File: config.mk
export PLATFORM = sky130hd
export DESIGN_NAME = sg_desc_fetch
export DESIGN_NICKNAME = d
export VERILOG_FILES = /design/src/rtl/sg_desc_fetch.sv
export SDC_FILE = /design/constraint.sdc
export NUM_CORES = 1
export LEC_CHECK = 0
export ABC_AREA = 0
export BUFFER_PORTS_ARGS = -buffer_cell sky130_fd_sc_hd__buf_2
export CAP_MARGIN = 10
export CORE_AREA = 2 2 193 195
export CTS_BUF_LIST = sky130_fd_sc_hd__clkbuf_4 sky130_fd_sc_hd__clkbuf_8 sky130_fd_sc_hd__clkbuf_16
export CTS_CLUSTER_SIZE = 14
export DETAILED_ROUTE_END_ITERATION = 10
export DIE_AREA = 0 0 195 197
export PLACE_DENSITY = 0.56
export SYNTH_ARGS = -nofsm -noshare
export SYNTH_HDL_FRONTEND = slang
export SYNTH_SLANG_ARGS = --single-unit
File: constraint.sdc
create_clock -name clk -period 3.4 [get_ports clk]
set_input_delay 0.17 -clock clk [delete_from_list [all_inputs] [get_ports clk]]
set_output_delay 0.17 -clock clk [all_outputs]
set_load 0.02 [all_outputs]
File: src/rtl/sg_desc_fetch.sv
module sg_desc_fetch #(
  parameter int AW       = 64,
  parameter int CMPL_BIT = 31
) (
  input  logic          clk,
  input  logic          rst_n,
  input  logic          runstop_set,
  input  logic          runstop_clr,
  input  logic          ptr_we,
  input  logic [AW-1:0] ptr_wdata,
  input  logic [31:0]   status_w1c,
  input  logic          desc_next_req,
  output logic          run_stop,
  output logic [31:0]   dma_status,
  output logic [AW-1:0] cur_desc,
  output logic          rd_req_valid,
  input  logic          rd_req_ready,
  output logic [AW-1:0] rd_req_addr,
  input  logic          rd_rsp_valid,
  input  logic [31:0]   rd_rsp_data,
  input  logic [1:0]    rd_rsp_code,
  output logic          desc_valid,
  output logic [63:0]   desc_buf_addr,
  output logic [63:0]   desc_next_ptr,
  output logic [31:0]   desc_ctrl,
  output logic [31:0]   desc_stat
);
  localparam int NBEAT    = 6;
  localparam int BW       = $clog2(NBEAT);
  localparam int B_HALT   = 0;
  localparam int B_IDLE   = 1;
  localparam int B_SLV    = 5;
  localparam int B_DEC    = 6;
  localparam int B_IRQERR = 14;
  localparam logic [1:0] RSP_OK  = 2'b00;
  localparam logic [1:0] RSP_DEC = 2'b11;

  typedef enum logic [1:0] {S_IDLE, S_REQ, S_WAIT, S_HOLD} st_t;

  st_t            st;
  logic [BW-1:0]  beat;
  logic [31:0]    w [NBEAT];
  logic           halted, slverr, decerr, irq_err;

  logic taking, rsp_bad, rsp_ok, last, fetched, cmpl, go, parked;
  assign taking  = (st == S_WAIT) && rd_rsp_valid;
  assign rsp_bad = taking && (rd_rsp_code != RSP_OK);
  assign rsp_ok  = taking && (rd_rsp_code == RSP_OK);
  assign last    = (beat == BW'(NBEAT-1));
  assign fetched = rsp_ok && last;
  assign cmpl    = rd_rsp_data[CMPL_BIT];
  assign go      = run_stop && !halted;
  assign parked  = (st == S_IDLE) || (st == S_HOLD);

  logic unused_w1c;
  assign unused_w1c = ^{status_w1c[31:B_IRQERR+1], status_w1c[B_IRQERR-1:B_DEC+1],
                        status_w1c[B_SLV-1:0]};

  always_ff @(posedge clk) begin
    if (!rst_n) begin
      st       <= S_IDLE;
      beat     <= '0;
      cur_desc <= '0;
    end else begin
      if (ptr_we && halted) cur_desc <= ptr_wdata;
      case (st)
        S_IDLE: if (go) begin
          st   <= S_REQ;
          beat <= '0;
        end
        S_REQ: if (rd_req_ready) st <= S_WAIT;
        S_WAIT: begin
          if (rsp_bad) st <= S_IDLE;
          else if (rsp_ok) begin
            if (!last) begin
              beat <= beat + 1'b1;
              st   <= S_REQ;
            end else begin
              st <= cmpl ? S_IDLE : S_HOLD;
            end
          end
        end
        S_HOLD: begin
          if (!run_stop) st <= S_IDLE;
          else if (desc_next_req) begin
            cur_desc <= desc_next_ptr[AW-1:0];
            beat     <= '0;
            st       <= S_REQ;
          end
        end
        default: st <= S_IDLE;
      endcase
    end
  end

  always_ff @(posedge clk) begin
    if (!rst_n) begin
      run_stop <= 1'b0;
      halted   <= 1'b1;
      slverr   <= 1'b0;
      decerr   <= 1'b0;
      irq_err  <= 1'b0;
    end else begin
      if (rsp_bad)          run_stop <= 1'b0;
      else if (runstop_set) run_stop <= 1'b1;
      else if (runstop_clr) run_stop <= 1'b0;

      if (rsp_bad || (fetched && cmpl)) halted <= 1'b1;
      else if (runstop_set)             halted <= 1'b0;
      else if (parked && !run_stop)     halted <= 1'b1;

      slverr  <= (slverr  & ~status_w1c[B_SLV])    | (rsp_bad && rd_rsp_code != RSP_DEC);
      decerr  <= (decerr  & ~status_w1c[B_DEC])    | (rsp_bad && rd_rsp_code == RSP_DEC);
      irq_err <= (irq_err & ~status_w1c[B_IRQERR]) | rsp_bad;
    end
  end

  always_ff @(posedge clk) begin
    if (!rst_n) desc_valid <= 1'b0;
    else        desc_valid <= fetched && !cmpl;
  end

  always_ff @(posedge clk) begin
    if (!rst_n) begin
      for (int i = 0; i < NBEAT; i++) w[i] <= '0;
    end else begin
      for (int i = 0; i < NBEAT; i++)
        if (rsp_ok && beat == BW'(i)) w[i] <= rd_rsp_data;
    end
  end

  assign rd_req_valid  = (st == S_REQ);
  assign rd_req_addr   = cur_desc + {{(AW-BW-2){1'b0}}, beat, 2'b00};
  assign desc_buf_addr = {w[1], w[0]};
  assign desc_next_ptr = {w[3], w[2]};
  assign desc_ctrl     = w[4];
  assign desc_stat     = w[5];

  always_comb begin
    dma_status           = '0;
    dma_status[B_HALT]   = halted;
    dma_status[B_IDLE]   = (st == S_HOLD);
    dma_status[B_SLV]    = slverr;
    dma_status[B_DEC]    = decerr;
    dma_status[B_IRQERR] = irq_err;
  end
endmodule

==> flow_results.xml, run 1 <==
<?xml version="1.0" encoding="UTF-8"?>
<metrics>
  <group name="sta">
    <metric name="fin_worst_hold_slack" unit="ps">26.9</metric>
    <metric name="finalMaxSlewViolations" unit="">0</metric>
    <metric name="clock.fmax" unit="GHz">0.304</metric>
    <metric name="largest_clock_skew_in_the_final_design" unit="ps">12.9</metric>
    <metric name="fin_crit_sh" unit="">0.968</metric>
    <metric name="slew_headroom" unit="">0.305</metric>
    <metric name="setup_viol_count_final" unit="">0</metric>
    <metric name="worst_pin_slew" unit="ps">1040</metric>
    <metric name="fin_crit" unit="ps">3290</metric>
    <metric name="hold_viol_final" unit="">0</metric>
    <metric name="rsz0062_at_grt" unit="">yes</metric>
  </group>
  <group name="clock_tree">
    <metric name="tritoncts" unit="">yes</metric>
    <metric name="cts_max_path_buffers" unit="">3</metric>
    <metric name="numCtsBuffers" unit="">30</metric>
    <metric name="htree_num_levels" unit="">1</metric>
    <metric name="cts-root-buf" unit="">clkbuf_16</metric>
    <metric name="tritoncts_num_sinks" unit="">267</metric>
    <metric name="clock_insertion_delay_worst_skew" unit="ps">560</metric>
    <metric name="clk_pin_slew" unit="ps">60</metric>
  </group>
  <group name="setup_path">
    <metric name="timing.critical_path.fanout_max" unit="">10</metric>
    <metric name="setup_slack_reg_to_reg" unit="ps">880</metric>
    <metric name="worstReg2RegEnd" unit="">w[1][24]$_SDFFCE_PN0P_</metric>
    <metric name="cpPeakStageDelay" unit="ps">460</metric>
    <metric name="cp-start-kind" unit="">flip-flop</metric>
    <metric name="path_buf_inv" unit="">1</metric>
    <metric name="timing.rr.start" unit="">st[0]$_SDFFE_PN0P_</metric>
    <metric name="crit_family" unit="">simple AND/OR/NAND/NOR gates</metric>
    <metric name="worst_r2r_path_depth" unit="">7</metric>
    <metric name="critical_path_class" unit="">flip-flop to primary output</metric>
    <metric name="slowest_stage" unit="">ha_1</metric>
    <metric name="critPathRequiredTime" unit="ps">3230</metric>
    <metric name="critical_path.endpoint_type" unit="">primary output</metric>
    <metric name="path_cells" unit="">ha_1, o211ai_1, nor4b_2, nand2_2, nor4_1, xnor2_1, buf_2</metric>
    <metric name="worst-endpoint-arrival" unit="ps">3120</metric>
  </group>
  <group name="global_route">
    <metric name="via_count_of_the_first_global_routing_pass" unit="">10600</metric>
    <metric name="grt_start_max_net_pins" unit="">68</metric>
    <metric name="number_of_antenna_violations_at_the_first_check_in_global_routing" unit="">7</metric>
    <metric name="track_usage" unit="">0.234</metric>
    <metric name="grt_overflow_total" unit="">0</metric>
    <metric name="grt_first_pass_wirelength" unit="um">67700</metric>
  </group>
  <group name="final_layout">
    <metric name="layout.cells.most_common_list" unit="">436 x buf_2, 192 x edfxtp_1, 163 x and2_1, 105 x nand2_1, 92 x nor2_1</metric>
    <metric name="area.growth.synth_to_final" unit="%">34.8</metric>
    <metric name="num-nets-final" unit="">1770</metric>
    <metric name="final_standard_cell_count_with_taps_included_and_fillers_excluded" unit="">2112</metric>
    <metric name="layout.cells.most_common" unit="">buf_2</metric>
    <metric name="final_layout_size_suffix_gt1_frac" unit="">0.328</metric>
  </group>
  <group name="drt">
    <metric name="met2_wirelength" unit="um">21900</metric>
    <metric name="avgRoutedWirePerCell" unit="um">22.3</metric>
    <metric name="met1_length" unit="um">19600</metric>
    <metric name="route.detailed.drc" unit="">0</metric>
    <metric name="detail_route.vias_per_cell" unit="">5.12</metric>
    <metric name="ant_nets" unit="">0</metric>
    <metric name="detailroute.via_count" unit="">10800</metric>
    <metric name="met3_wl" unit="um">3880</metric>
    <metric name="maxUsedRoutingLayer" unit="">met5</metric>
    <metric name="detailed_route_wire_length" unit="um">47200</metric>
    <metric name="first_iter_violations" unit="">702</metric>
    <metric name="1st_pass_router_iterations" unit="">5</metric>
  </group>
  <group name="synth">
    <metric name="ys.warnings.count" unit="">0</metric>
    <metric name="synth.cell_area" unit="um2">12400</metric>
    <metric name="yosysSeqAreaShare" unit="">0.588</metric>
    <metric name="number_of_instances_in_the_synthesized_netlist" unit="">1134</metric>
    <metric name="count_of_state_elements_after_synthesis" unit="">267</metric>
    <metric name="synth_flop_cell" unit="">edfxtp_1</metric>
    <metric name="avgSynthCellArea" unit="um2">10.9</metric>
    <metric name="synth-edff-count" unit="">192</metric>
    <metric name="postSynth.asyncResetShare" unit="">0</metric>
    <metric name="synth_cell_type_count" unit="">55</metric>
  </group>
  <group name="pwr">
    <metric name="power_density" unit="nW/um2">483</metric>
    <metric name="leakage" unit="nW">7.46</metric>
    <metric name="ir_drop" unit="V">0.000364</metric>
  </group>
  <group name="floorplan">
    <metric name="initial_core_util" unit="">0.341</metric>
    <metric name="std_cell_rows" unit="">70</metric>
    <metric name="floorplan.die.width" unit="um">195</metric>
    <metric name="top_level_ports" unit="">493</metric>
    <metric name="chip_height" unit="um">197</metric>
    <metric name="dieArea" unit="um2">38400</metric>
    <metric name="core-area" unit="um2">36300</metric>
  </group>
  <group name="place">
    <metric name="place.detailed.instances" unit="">1981</metric>
    <metric name="io_buffers" unit="">436</metric>
    <metric name="dpl.hpwl" unit="um">33400</metric>
    <metric name="global_placement_routability_congestion" unit="">0.889</metric>
  </group>
  <group name="hold_path">
    <metric name="worst_hold_path.endpoint" unit="">w[1][28]$_SDFFCE_PN0P_</metric>
    <metric name="min_delay_path_depth" unit="">2</metric>
    <metric name="min_path_type" unit="">input port to flip-flop</metric>
    <metric name="hold_path.startpoint" unit="">rd_rsp_data[28]</metric>
  </group>
  <group name="flow_run">
    <metric name="cap_violations" unit="">0</metric>
  </group>
  <group name="status">
    <metric name="status" unit="">complete, no violations</metric>
  </group>
</metrics>
==> state kept, by name, summed over array words and instances (netlist names) <==
register and count:
decerr 1, beat 3, slverr 1, cur_desc 64
w 192, run_stop 1, irq_err 1, desc_valid 1
st 2, halted 1
==> worst max-delay path by stage <==
stage | slack, ps | start | depth (start not counted) | to
floorplan | 690 | cur_desc[2]$_SDFF_PN0_ | 9 | rd_req_addr[58]
global placement | 510 | beat[0]$_SDFFE_PN0P_ | 9 | rd_req_addr[60]
detailed placement | 510 | beat[0]$_SDFFE_PN0P_ | 9 | rd_req_addr[60]
CTS | 10 | beat[0]$_SDFFE_PN0P_ | 9 | rd_req_addr[60]
global route | -20 | beat[0]$_SDFFE_PN0P_ | 9 | rd_req_addr[60]
finish | 110 | beat[2]$_SDFFE_PN0P_ | 7 | rd_req_addr[53]
==> kinds of logic after synthesis <==
group,after synthesis,share of synthesized area
simple gates,570,0.244
other cells,1,0.000304
compound gates,93,0.0602
xor+xnor,61,0.0432
fa+ha+maj,13,0.0138
flops,267,0.588
buf+inv,129,0.0503
==> report_power, final <==
| group | internal [mW] | switching [mW] | leakage (nW) | total (mW) |
|---|---|---|---|---|
| clock network | 1.86 | 1.31 | 0.477 | 3.17 |
| registers | 3.62 | 0.147 | 2.60 | 3.77 |
| logic | 0.369 | 0.733 | 4.39 | 1.10 |
==> synthesized netlist by cell type (2+ instances only) <==
cell / instances / area share
and3_1: 46 / 0.023
ha_1: 12 / 0.012
nor4_1: 13 / 0.0066
and4_1: 6 / 0.0043
nand3_1: 91 / 0.037
a21oi_1: 12 / 0.0049
nor2_1: 94 / 0.029
nand4_1: 14 / 0.0071
buf_1: 7 / 0.0021
xor2_1: 28 / 0.020
buf_4: 33 / 0.020
xnor2_1: 33 / 0.023
buf_2: 4 / 0.0016
nor4_2: 2 / 0.0020
nand2_1: 106 / 0.032
dfxtp_1: 75 / 0.12
a211oi_1: 2 / 0.0012
nand2b_1: 6 / 0.0030
a311oi_1: 64 / 0.045
nor3_1: 13 / 0.0053
nor2b_1: 2 / 0.0010
edfxtp_1: 192 / 0.47
and2_1: 163 / 0.083
clkbuf_1: 60 / 0.018
o21ai_0: 5 / 0.0020
inv_1: 22 / 0.0067
==> through the flow <==
stage / TNS, ps / setup slack [ps] / cell area, um2 / utilization / power [mW]
2_1_floorplan: 0 / 694 / 12500 / - / 4.42
3_3_place_gp: 0 / 510 / 14900 / 0.411 / 4.86
3_5_place_dp: 0 / 512 / 14900 / 0.411 / 4.87
4_1_cts: 0 / 9.90 / 16600 / 0.458 / 8.11
5_1_grt: -68.7 / -22.6 / 16600 / 0.459 / 8.31
6_report: 0 / 108 / 16600 / 0.459 / 8.05
==> worst reg2reg max path, cell delays in order (launching register included) <==
cell	delay, ps
dfxtp_1	340
inv_1	90
ha_1	350
nand2_1	260
nor4_2	470
nand2_1	120
nand2_1	80
buf_4	400
==> repair_timing <==
| action | in CTS | in global routing |
|---|---|---|
| pin swaps | 2 | 3 |
| setup endpoints to repair | 9 | 22 |
| hold buffers | 71 | 0 |
| resized for setup | 3 | 7 |
| buffers inserted | 2 | 1 |
| hold endpoints to repair | 70 | 0 |
==> cell type report <==
| type | instances | area [um2] |
|---|---|---|
| antenna | 2 | 5.00 |
| clock buffer | 38 | 828 |
| clock inverter | 17 | 131 |
| fill | 3468 | 19600 |
| inverter | 23 | 86.3 |
| multi-input combinational | 764 | 4640 |
| sequential | 267 | 7270 |
| tap | 468 | 586 |
| timing repair buffer | 533 | 3100 |
==> metal layers <==
| layer | up-vias | track usage |
|---|---|---|
| met2 | 585 | 0.381 |
| met4 | 2 | 0.0967 |
| met5 | - | 0 |
| met3 | 113 | 0.0536 |
| li1 | 4940 | - |
| met1 | 5165 | 0.303 |
(Power assumes the default switching activity.)
==> run 2: changes to the inputs <==
--- a/config.mk
+++ b/config.mk
@@ -8,12 +8,12 @@
 export ABC_AREA = 0
 export BUFFER_PORTS_ARGS = -buffer_cell sky130_fd_sc_hd__buf_2
 export CAP_MARGIN = 10
-export CORE_AREA = 2 2 193 195
+export CORE_ASPECT_RATIO = 0.5
+export CORE_UTILIZATION = 44
 export CTS_BUF_LIST = sky130_fd_sc_hd__clkbuf_4 sky130_fd_sc_hd__clkbuf_8 sky130_fd_sc_hd__clkbuf_16
 export CTS_CLUSTER_SIZE = 14
 export DETAILED_ROUTE_END_ITERATION = 10
-export DIE_AREA = 0 0 195 197
-export PLACE_DENSITY = 0.56
+export PLACE_DENSITY = 0.73
 export SYNTH_ARGS = -nofsm -noshare
 export SYNTH_HDL_FRONTEND = slang
 export SYNTH_SLANG_ARGS = --single-unit
==> constraint.sdc (replaced) <==
create_clock -name clk -period 2.65 [get_ports clk]
set_input_delay 0.1325 -clock clk [delete_from_list [all_inputs] [get_ports clk]]
set_output_delay 0.1325 -clock clk [all_outputs]
set_load 0.02 [all_outputs]
==> run 2 against run 1 <==
The run now ends with negative setup slack left. Sequential share of layout area fell by 2.7 points. Register-to-register slack got worse by 500 ps. Via count rose by 8.9%. Critical endpoint is now rd_req_addr[52]. First-iteration DRC count rose by 120%. Total power rose by 26%. Combinational power rose by 44%. Global-route usage rose by 10 points. Flip-flop and latch count did not move. Largest power group unchanged. Clock skew fell by 2.7 ps. Cell area rose by 6.7%. Count of clock-buffer cells in the layout rose by 4. Die area fell by 25%.
==> flow_results.xml, run 2 (same netlist as run 1, synthesis figures left out) <==
<?xml version="1.0" encoding="UTF-8"?>
<metrics>
  <group name="sta">
    <metric name="fin_crit" unit="ps">2930</metric>
    <metric name="worst_pin_slew" unit="ps">811</metric>
    <metric name="totalNegativeSetupSlack" unit="ps">-5720</metric>
    <metric name="fin_crit_sh" unit="">1.11</metric>
    <metric name="rsz0062_at_grt" unit="">yes</metric>
    <metric name="slew_headroom" unit="">0.456</metric>
    <metric name="setup_viol_count_final" unit="">36</metric>
    <metric name="hold_viol_final" unit="">0</metric>
    <metric name="clock.fmax" unit="GHz">0.341</metric>
    <metric name="fin_worst_hold_slack" unit="ps">21.7</metric>
    <metric name="finalWorstSetupSlack" unit="ps">-280</metric>
    <metric name="finalMaxSlewViolations" unit="">0</metric>
    <metric name="largest_clock_skew_in_the_final_design" unit="ps">10.2</metric>
  </group>
  <group name="floorplan">
    <metric name="floorplan.die.width" unit="um">239</metric>
    <metric name="dieArea" unit="um2">28800</metric>
    <metric name="top_level_ports" unit="">493</metric>
    <metric name="initial_core_util" unit="">0.457</metric>
    <metric name="core-area" unit="um2">27000</metric>
    <metric name="std_cell_rows" unit="">42</metric>
    <metric name="chip_height" unit="um">120</metric>
  </group>
  <group name="final_layout">
    <metric name="final_layout_size_suffix_gt1_frac" unit="">0.390</metric>
    <metric name="multiInputGateArea" unit="um2">5110</metric>
    <metric name="layout.cells.most_common_list" unit="">407 x buf_2, 192 x edfxtp_1, 163 x and2_1, 109 x buf_4, 102 x nand2_1</metric>
    <metric name="top_register_by_number_of_flip_flops" unit="">w</metric>
    <metric name="sequential_cell_area" unit="um2">7280</metric>
    <metric name="non_filler_cell_area_final" unit="um2">17800</metric>
    <metric name="num-nets-final" unit="">1851</metric>
    <metric name="top_flop_regs" unit="">w: 192 flops, cur_desc: 64 flops, beat: 3 flops</metric>
    <metric name="fill_cells" unit="">2160</metric>
    <metric name="layout.cells.most_common" unit="">buf_2</metric>
    <metric name="max_reg_flops" unit="">192</metric>
    <metric name="area.growth.synth_to_final" unit="%">43.8</metric>
  </group>
  <group name="drt">
    <metric name="detailroute.via_count" unit="">11800</metric>
    <metric name="detail_route.vias_per_cell" unit="">5.60</metric>
    <metric name="route.detailed.drc" unit="">0</metric>
    <metric name="1st_pass_router_iterations" unit="">6</metric>
    <metric name="first_iter_violations" unit="">1557</metric>
    <metric name="ant_nets" unit="">0</metric>
    <metric name="avgRoutedWirePerCell" unit="um">23.8</metric>
    <metric name="detailed_route_wire_length" unit="um">49900</metric>
  </group>
  <group name="setup_path">
    <metric name="critical_path_class" unit="">flip-flop to primary output</metric>
    <metric name="timing.critical_path.fanout_max" unit="">5</metric>
    <metric name="timing.critical_path.from" unit="">cur_desc[2]$_SDFF_PN0_</metric>
    <metric name="critical_path.endpoint_type" unit="">primary output</metric>
    <metric name="worstReg2RegEnd" unit="">w[0][13]$_SDFFCE_PN0P_</metric>
    <metric name="setup.worst_path.end" unit="">rd_req_addr[52]</metric>
    <metric name="critPathRequiredTime" unit="ps">2520</metric>
    <metric name="timing.rr.start" unit="">st[0]$_SDFFE_PN0P_</metric>
    <metric name="cp-start-kind" unit="">flip-flop</metric>
    <metric name="worst_r2r_path_depth" unit="">7</metric>
    <metric name="setup_slack_reg_to_reg" unit="ps">380</metric>
    <metric name="worst-endpoint-arrival" unit="ps">2800</metric>
  </group>
  <group name="clock_tree">
    <metric name="cts-root-buf" unit="">clkbuf_16</metric>
    <metric name="clock_insertion_delay_worst_skew" unit="ps">540</metric>
    <metric name="tritoncts" unit="">yes</metric>
    <metric name="numCtsBuffers" unit="">25</metric>
    <metric name="htree_num_levels" unit="">1</metric>
    <metric name="cts_max_path_buffers" unit="">3</metric>
    <metric name="tritoncts_num_sinks" unit="">267</metric>
    <metric name="clk_pin_slew" unit="ps">70</metric>
  </group>
  <group name="place">
    <metric name="global_placement_routability_congestion" unit="">1.00</metric>
    <metric name="io_buffers" unit="">436</metric>
    <metric name="instance_area_at_placement" unit="um2">15200</metric>
    <metric name="dpl.hpwl" unit="um">35400</metric>
  </group>
  <group name="hold_path">
    <metric name="min_delay_path_depth" unit="">2</metric>
    <metric name="min_path_type" unit="">input port to flip-flop</metric>
  </group>
  <group name="global_route">
    <metric name="track_usage" unit="">0.338</metric>
    <metric name="number_of_antenna_violations_at_the_first_check_in_global_routing" unit="">1</metric>
    <metric name="via_count_of_the_first_global_routing_pass" unit="">11000</metric>
    <metric name="grt_overflow_total" unit="">0</metric>
    <metric name="grt_first_pass_wirelength" unit="um">71300</metric>
    <metric name="grt_start_max_net_pins" unit="">65</metric>
  </group>
  <group name="status">
    <metric name="violations_in_the_final_reports" unit="">negative setup slack</metric>
    <metric name="status" unit="">finished, violations left</metric>
  </group>
  <group name="flow_run">
    <metric name="cap_violations" unit="">0</metric>
  </group>
  <group name="pwr">
    <metric name="leakage" unit="nW">8.16</metric>
    <metric name="ir_drop" unit="V">0.000409</metric>
    <metric name="power_density" unit="nW/um2">572</metric>
  </group>
</metrics>
[run 2: layout make-up]
type	instances	share of cell area
Tap cell	374	0.0263
Antenna cell	7	0.000986
Clock buffer	42	0.0442
Inverter	23	0.00486
Multi-Input combinational cell	766	0.288
Sequential cell	267	0.410
Clock inverter	4	0.00373
Timing Repair Buffer	617	0.222
[run 2: metrics by stage]
stage                     worst slack, ps  power, mW   util  instances
after floorplan                      5.96       5.67      -       1160
after detailed placement             34.5       6.32  0.562       1931
final                                -280       10.2  0.658       2100
after global routing                 -413       10.4  0.657       2094
after CTS                            -293       10.1  0.642       2082
after global placement               84.7       6.30  0.562       1931
[run 2: metal layers]
metal  up-vias  GRT usage  share of wire
met5         -          0              0
met4         0      0.113          0.037
met3       140     0.0637          0.087
met2       701      0.536           0.47
met1      5815      0.466           0.41
li1       5113          -              -
[run 2: worst min path at each step]
stage                                        end            start  slack (ps)
final                     w[0][18]$_SDFFCE_PN0P_  rd_rsp_data[18]          20
after global routing      w[1][17]$_SDFFCE_PN0P_  rd_rsp_data[17]           4
after detailed placement   run_stop$_SDFFE_PP0P_      runstop_set         380
after CTS                  w[4][3]$_SDFFCE_PN0P_   rd_rsp_data[3]         0.8
after floorplan            run_stop$_SDFFE_PP0P_      runstop_set         250
after global placement     run_stop$_SDFFE_PP0P_      runstop_set         370
[run 2: critical path, stage by stage (launching register included)]
cell	delay, ps
dfxtp_2	350
ha_4	140
inv_2	30
fa_2	350
nand2b_4	170
a211oi_4	290
nand4_4	220
nor4_4	320
xor2_1	210
buf_4	170
[run 2: repair_timing]
item | in CTS | in global routing
setup endpoints to repair | 54 | 46
gates cloned | 2 | 0
setup buffers | 20 | 10
hold buffers | 83 | 1
resized for setup | 80 | 61
pin swaps | 25 | 12
endpoints found under the hold margin | 124 | 3
[run 2: where the power goes]
group | switching, mW | internal [mW]
registers | 0.178 | 4.65
logic | 1.01 | 0.570
clock network | 1.61 | 2.14
total | 2.80 | 7.36
==> run 3: changes to the inputs <==
--- a/config.mk
+++ b/config.mk
@@ -14,6 +14,7 @@
 export CTS_CLUSTER_SIZE = 14
 export DETAILED_ROUTE_END_ITERATION = 10
 export PLACE_DENSITY = 0.73
+export RECOVER_POWER = 25
 export SYNTH_ARGS = -nofsm -noshare
 export SYNTH_HDL_FRONTEND = slang
 export SYNTH_SLANG_ARGS = --single-unit
==> constraint.sdc (replaced) <==
create_clock -name clk -period 2.65 [get_ports clk]
set_input_delay 0.6625 -clock clk [delete_from_list [all_inputs] [get_ports clk]]
set_output_delay 0.6625 -clock clk [all_outputs]
set_load 0.02 [all_outputs]
==> run 3 against run 2 <==
The run still ends with negative setup slack left. Die area unchanged. Critical endpoint unchanged. Combinational power about the same. First-iteration DRC count down 27%. Wire length fell by 3.1%.
==> flow_results.xml, run 3 (same netlist as run 1, synthesis figures left out) <==
<?xml version="1.0" encoding="UTF-8"?>
<metrics>
  <group name="global_route">
    <metric name="grt_first_pass_wirelength" unit="um">68500</metric>
    <metric name="grt_start_max_net_pins" unit="">68</metric>
    <metric name="track_usage" unit="">0.326</metric>
    <metric name="via_count_of_the_first_global_routing_pass" unit="">10600</metric>
    <metric name="grt_overflow_total" unit="">0</metric>
    <metric name="number_of_antenna_violations_at_the_first_check_in_global_routing" unit="">4</metric>
  </group>
  <group name="floorplan">
    <metric name="core-area" unit="um2">27000</metric>
    <metric name="chip_height" unit="um">120</metric>
    <metric name="initial_core_util" unit="">0.457</metric>
    <metric name="dieArea" unit="um2">28800</metric>
    <metric name="floorplan.die.width" unit="um">239</metric>
    <metric name="top_level_ports" unit="">493</metric>
    <metric name="std_cell_rows" unit="">42</metric>
  </group>
  <group name="setup_path">
    <metric name="cp-start-kind" unit="">flip-flop</metric>
    <metric name="timing.critical_path.fanout_max" unit="">5</metric>
    <metric name="slowest_stage" unit="">dfxtp_4</metric>
    <metric name="crit_family" unit="">simple AND/OR/NAND/NOR gates</metric>
    <metric name="critPathRequiredTime" unit="ps">1990</metric>
    <metric name="critical_path_class" unit="">flip-flop to primary output</metric>
    <metric name="path_buf_inv" unit="">2</metric>
    <metric name="cpPeakStageDelay" unit="ps">360</metric>
    <metric name="critical_path.endpoint_type" unit="">primary output</metric>
    <metric name="worst-endpoint-arrival" unit="ps">2780</metric>
    <metric name="path_cells" unit="">ha_4, inv_2, fa_2, nand2b_4, a211oi_4, nand4_4, nor4_4, xor2_2, buf_4</metric>
  </group>
  <group name="final_layout">
    <metric name="max_reg_flops" unit="">192</metric>
    <metric name="utilization" unit="">0.643</metric>
    <metric name="area.growth.synth_to_final" unit="%">40.7</metric>
    <metric name="fill_cells" unit="">2243</metric>
    <metric name="num-nets-final" unit="">1810</metric>
    <metric name="final_layout_size_suffix_gt1_frac" unit="">0.359</metric>
    <metric name="top_flop_regs" unit="">w: 192 flops, cur_desc: 64 flops, beat: 3 flops</metric>
    <metric name="final_standard_cell_count_with_taps_included_and_fillers_excluded" unit="">2055</metric>
    <metric name="layout.cells.most_common_list" unit="">269 x buf_2, 192 x edfxtp_1, 163 x and2_1, 161 x buf_4, 120 x clkbuf_1</metric>
    <metric name="layout.cells.most_common" unit="">buf_2</metric>
    <metric name="top_register_by_number_of_flip_flops" unit="">w</metric>
  </group>
  <group name="clock_tree">
    <metric name="cts_max_path_buffers" unit="">3</metric>
    <metric name="clk_pin_slew" unit="ps">60</metric>
    <metric name="tritoncts_num_sinks" unit="">267</metric>
    <metric name="clock_insertion_delay_worst_skew" unit="ps">560</metric>
    <metric name="ctsHoldBuffers" unit="">0</metric>
    <metric name="cts-root-buf" unit="">clkbuf_16</metric>
    <metric name="htree_num_levels" unit="">1</metric>
    <metric name="tritoncts" unit="">yes</metric>
    <metric name="numCtsBuffers" unit="">26</metric>
  </group>
  <group name="sta">
    <metric name="slew_headroom" unit="">0.121</metric>
    <metric name="setup_viol_count_final" unit="">58</metric>
    <metric name="finalWorstSetupSlack" unit="ps">-797</metric>
    <metric name="fin_crit_sh" unit="">1.30</metric>
    <metric name="fin_worst_hold_slack" unit="ps">377</metric>
    <metric name="fin_crit" unit="ps">3450</metric>
    <metric name="largest_clock_skew_in_the_final_design" unit="ps">15.4</metric>
    <metric name="worst_pin_slew" unit="ps">1320</metric>
    <metric name="clock.fmax" unit="GHz">0.290</metric>
    <metric name="hold_viol_final" unit="">0</metric>
    <metric name="rsz0062_at_grt" unit="">yes</metric>
    <metric name="finalMaxSlewViolations" unit="">0</metric>
  </group>
  <group name="flow_run">
    <metric name="cap_violations" unit="">0</metric>
  </group>
  <group name="place">
    <metric name="global_placement_routability_congestion" unit="">0.970</metric>
    <metric name="place_ws" unit="ps">-273</metric>
    <metric name="place.detailed.instances" unit="">1988</metric>
    <metric name="io_buffers" unit="">436</metric>
    <metric name="dpl.hpwl" unit="um">35600</metric>
  </group>
  <group name="status">
    <metric name="status" unit="">finished, violations left</metric>
    <metric name="violations_in_the_final_reports" unit="">negative setup slack</metric>
  </group>
  <group name="drt">
    <metric name="detailroute.via_count" unit="">11200</metric>
    <metric name="first_iter_violations" unit="">1136</metric>
    <metric name="detailed_route_wire_length" unit="um">48300</metric>
    <metric name="ant_nets" unit="">0</metric>
    <metric name="detail_route.vias_per_cell" unit="">5.44</metric>
    <metric name="route.detailed.drc" unit="">0</metric>
    <metric name="1st_pass_router_iterations" unit="">5</metric>
    <metric name="avgRoutedWirePerCell" unit="um">23.5</metric>
  </group>
  <group name="pwr">
    <metric name="power_density" unit="nW/um2">592</metric>
    <metric name="leakage" unit="nW">7.80</metric>
    <metric name="totalPowerFinal" unit="mW">10.3</metric>
    <metric name="ir_drop" unit="V">0.000408</metric>
  </group>
  <group name="hold_path">
    <metric name="min_path_type" unit="">input port to flip-flop</metric>
  </group>
</metrics>
-- run 3: cell types whose count changed in the layout (fill, tap and decap cells not counted), moves of 6 or more --
cell	previous run	this run
buf_4	109	161
clkbuf_4	12	6
clkbuf_1	0	120
xor2_2	0	7
xor2_1	28	21
dlygate4sd3_1	84	0
xnor2_1	20	12
xnor2_2	13	21
dfxtp_2	13	5
dfxtp_1	62	69
buf_2	407	269
-- run 3: what timing repair did --
item | CTS | global route
pin swaps | 30 | 33
setup buffers | 12 | 6
cloned | 1 | 0
resized for setup | 99 | 52
endpoints found under the setup margin | 58 | 59
-- run 3: worst paths after layout --
path / from / slack [ps] / cells after the start / endpoint
worst max register to register: halted$_SDFFE_PP1P_ / 310 / 3 / cur_desc[35]$_SDFF_PN0_
worst min register to register: slverr$_SDFF_PN0_ / 490 / 2 / slverr$_SDFF_PN0_
worst min-delay path: runstop_set / 380 / 3 / run_stop$_SDFFE_PP0P_
worst max-delay path: cur_desc[2]$_SDFF_PN0_ / -800 / 9 / rd_req_addr[52]
-- run 3: final cells by class --
type	instances	area, um2	share of cell area
Sequential cell	267	7280	0.419
Multi-Input combinational cell	765	5270	0.303
Timing Repair Buffer	576	3370	0.194
Clock buffer	32	696	0.0400
Tap cell	374	468	0.0269
Clock inverter	15	201	0.0116
Inverter	23	86.3	0.00497
Antenna cell	3	7.51	0.000432
-- run 3: power by group --
group	switching (mW)	internal [mW]
clock	1.66	2.27
combinational	1.06	0.539
sequential	0.122	4.64
total	2.84	7.46
-- run 3: stage by stage --
step	setup TNS [ps]	area (um2)
4_1_cts	-33600	17300
2_1_floorplan	-861	12700
3_5_place_dp	-4060	15800
3_3_place_gp	-3690	15800
6_report	-33080	17400
5_1_grt	-38240	17400
-- run 3: worst reg2reg max path, cell delays in order (launching register included) --
cell and delay (ps):
dfxtp_1 540, clkbuf_2 1040, nand3_1 340, a311oi_1 340
-- run 3: routing by layer --
layer,track usage,vias up,part of all wire
met3,0.0689,84,0.090
li1,-,5015,-
met5,0,-,0
met2,0.531,580,0.48
met4,0.0833,0,0.026
met1,0.444,5504,0.40
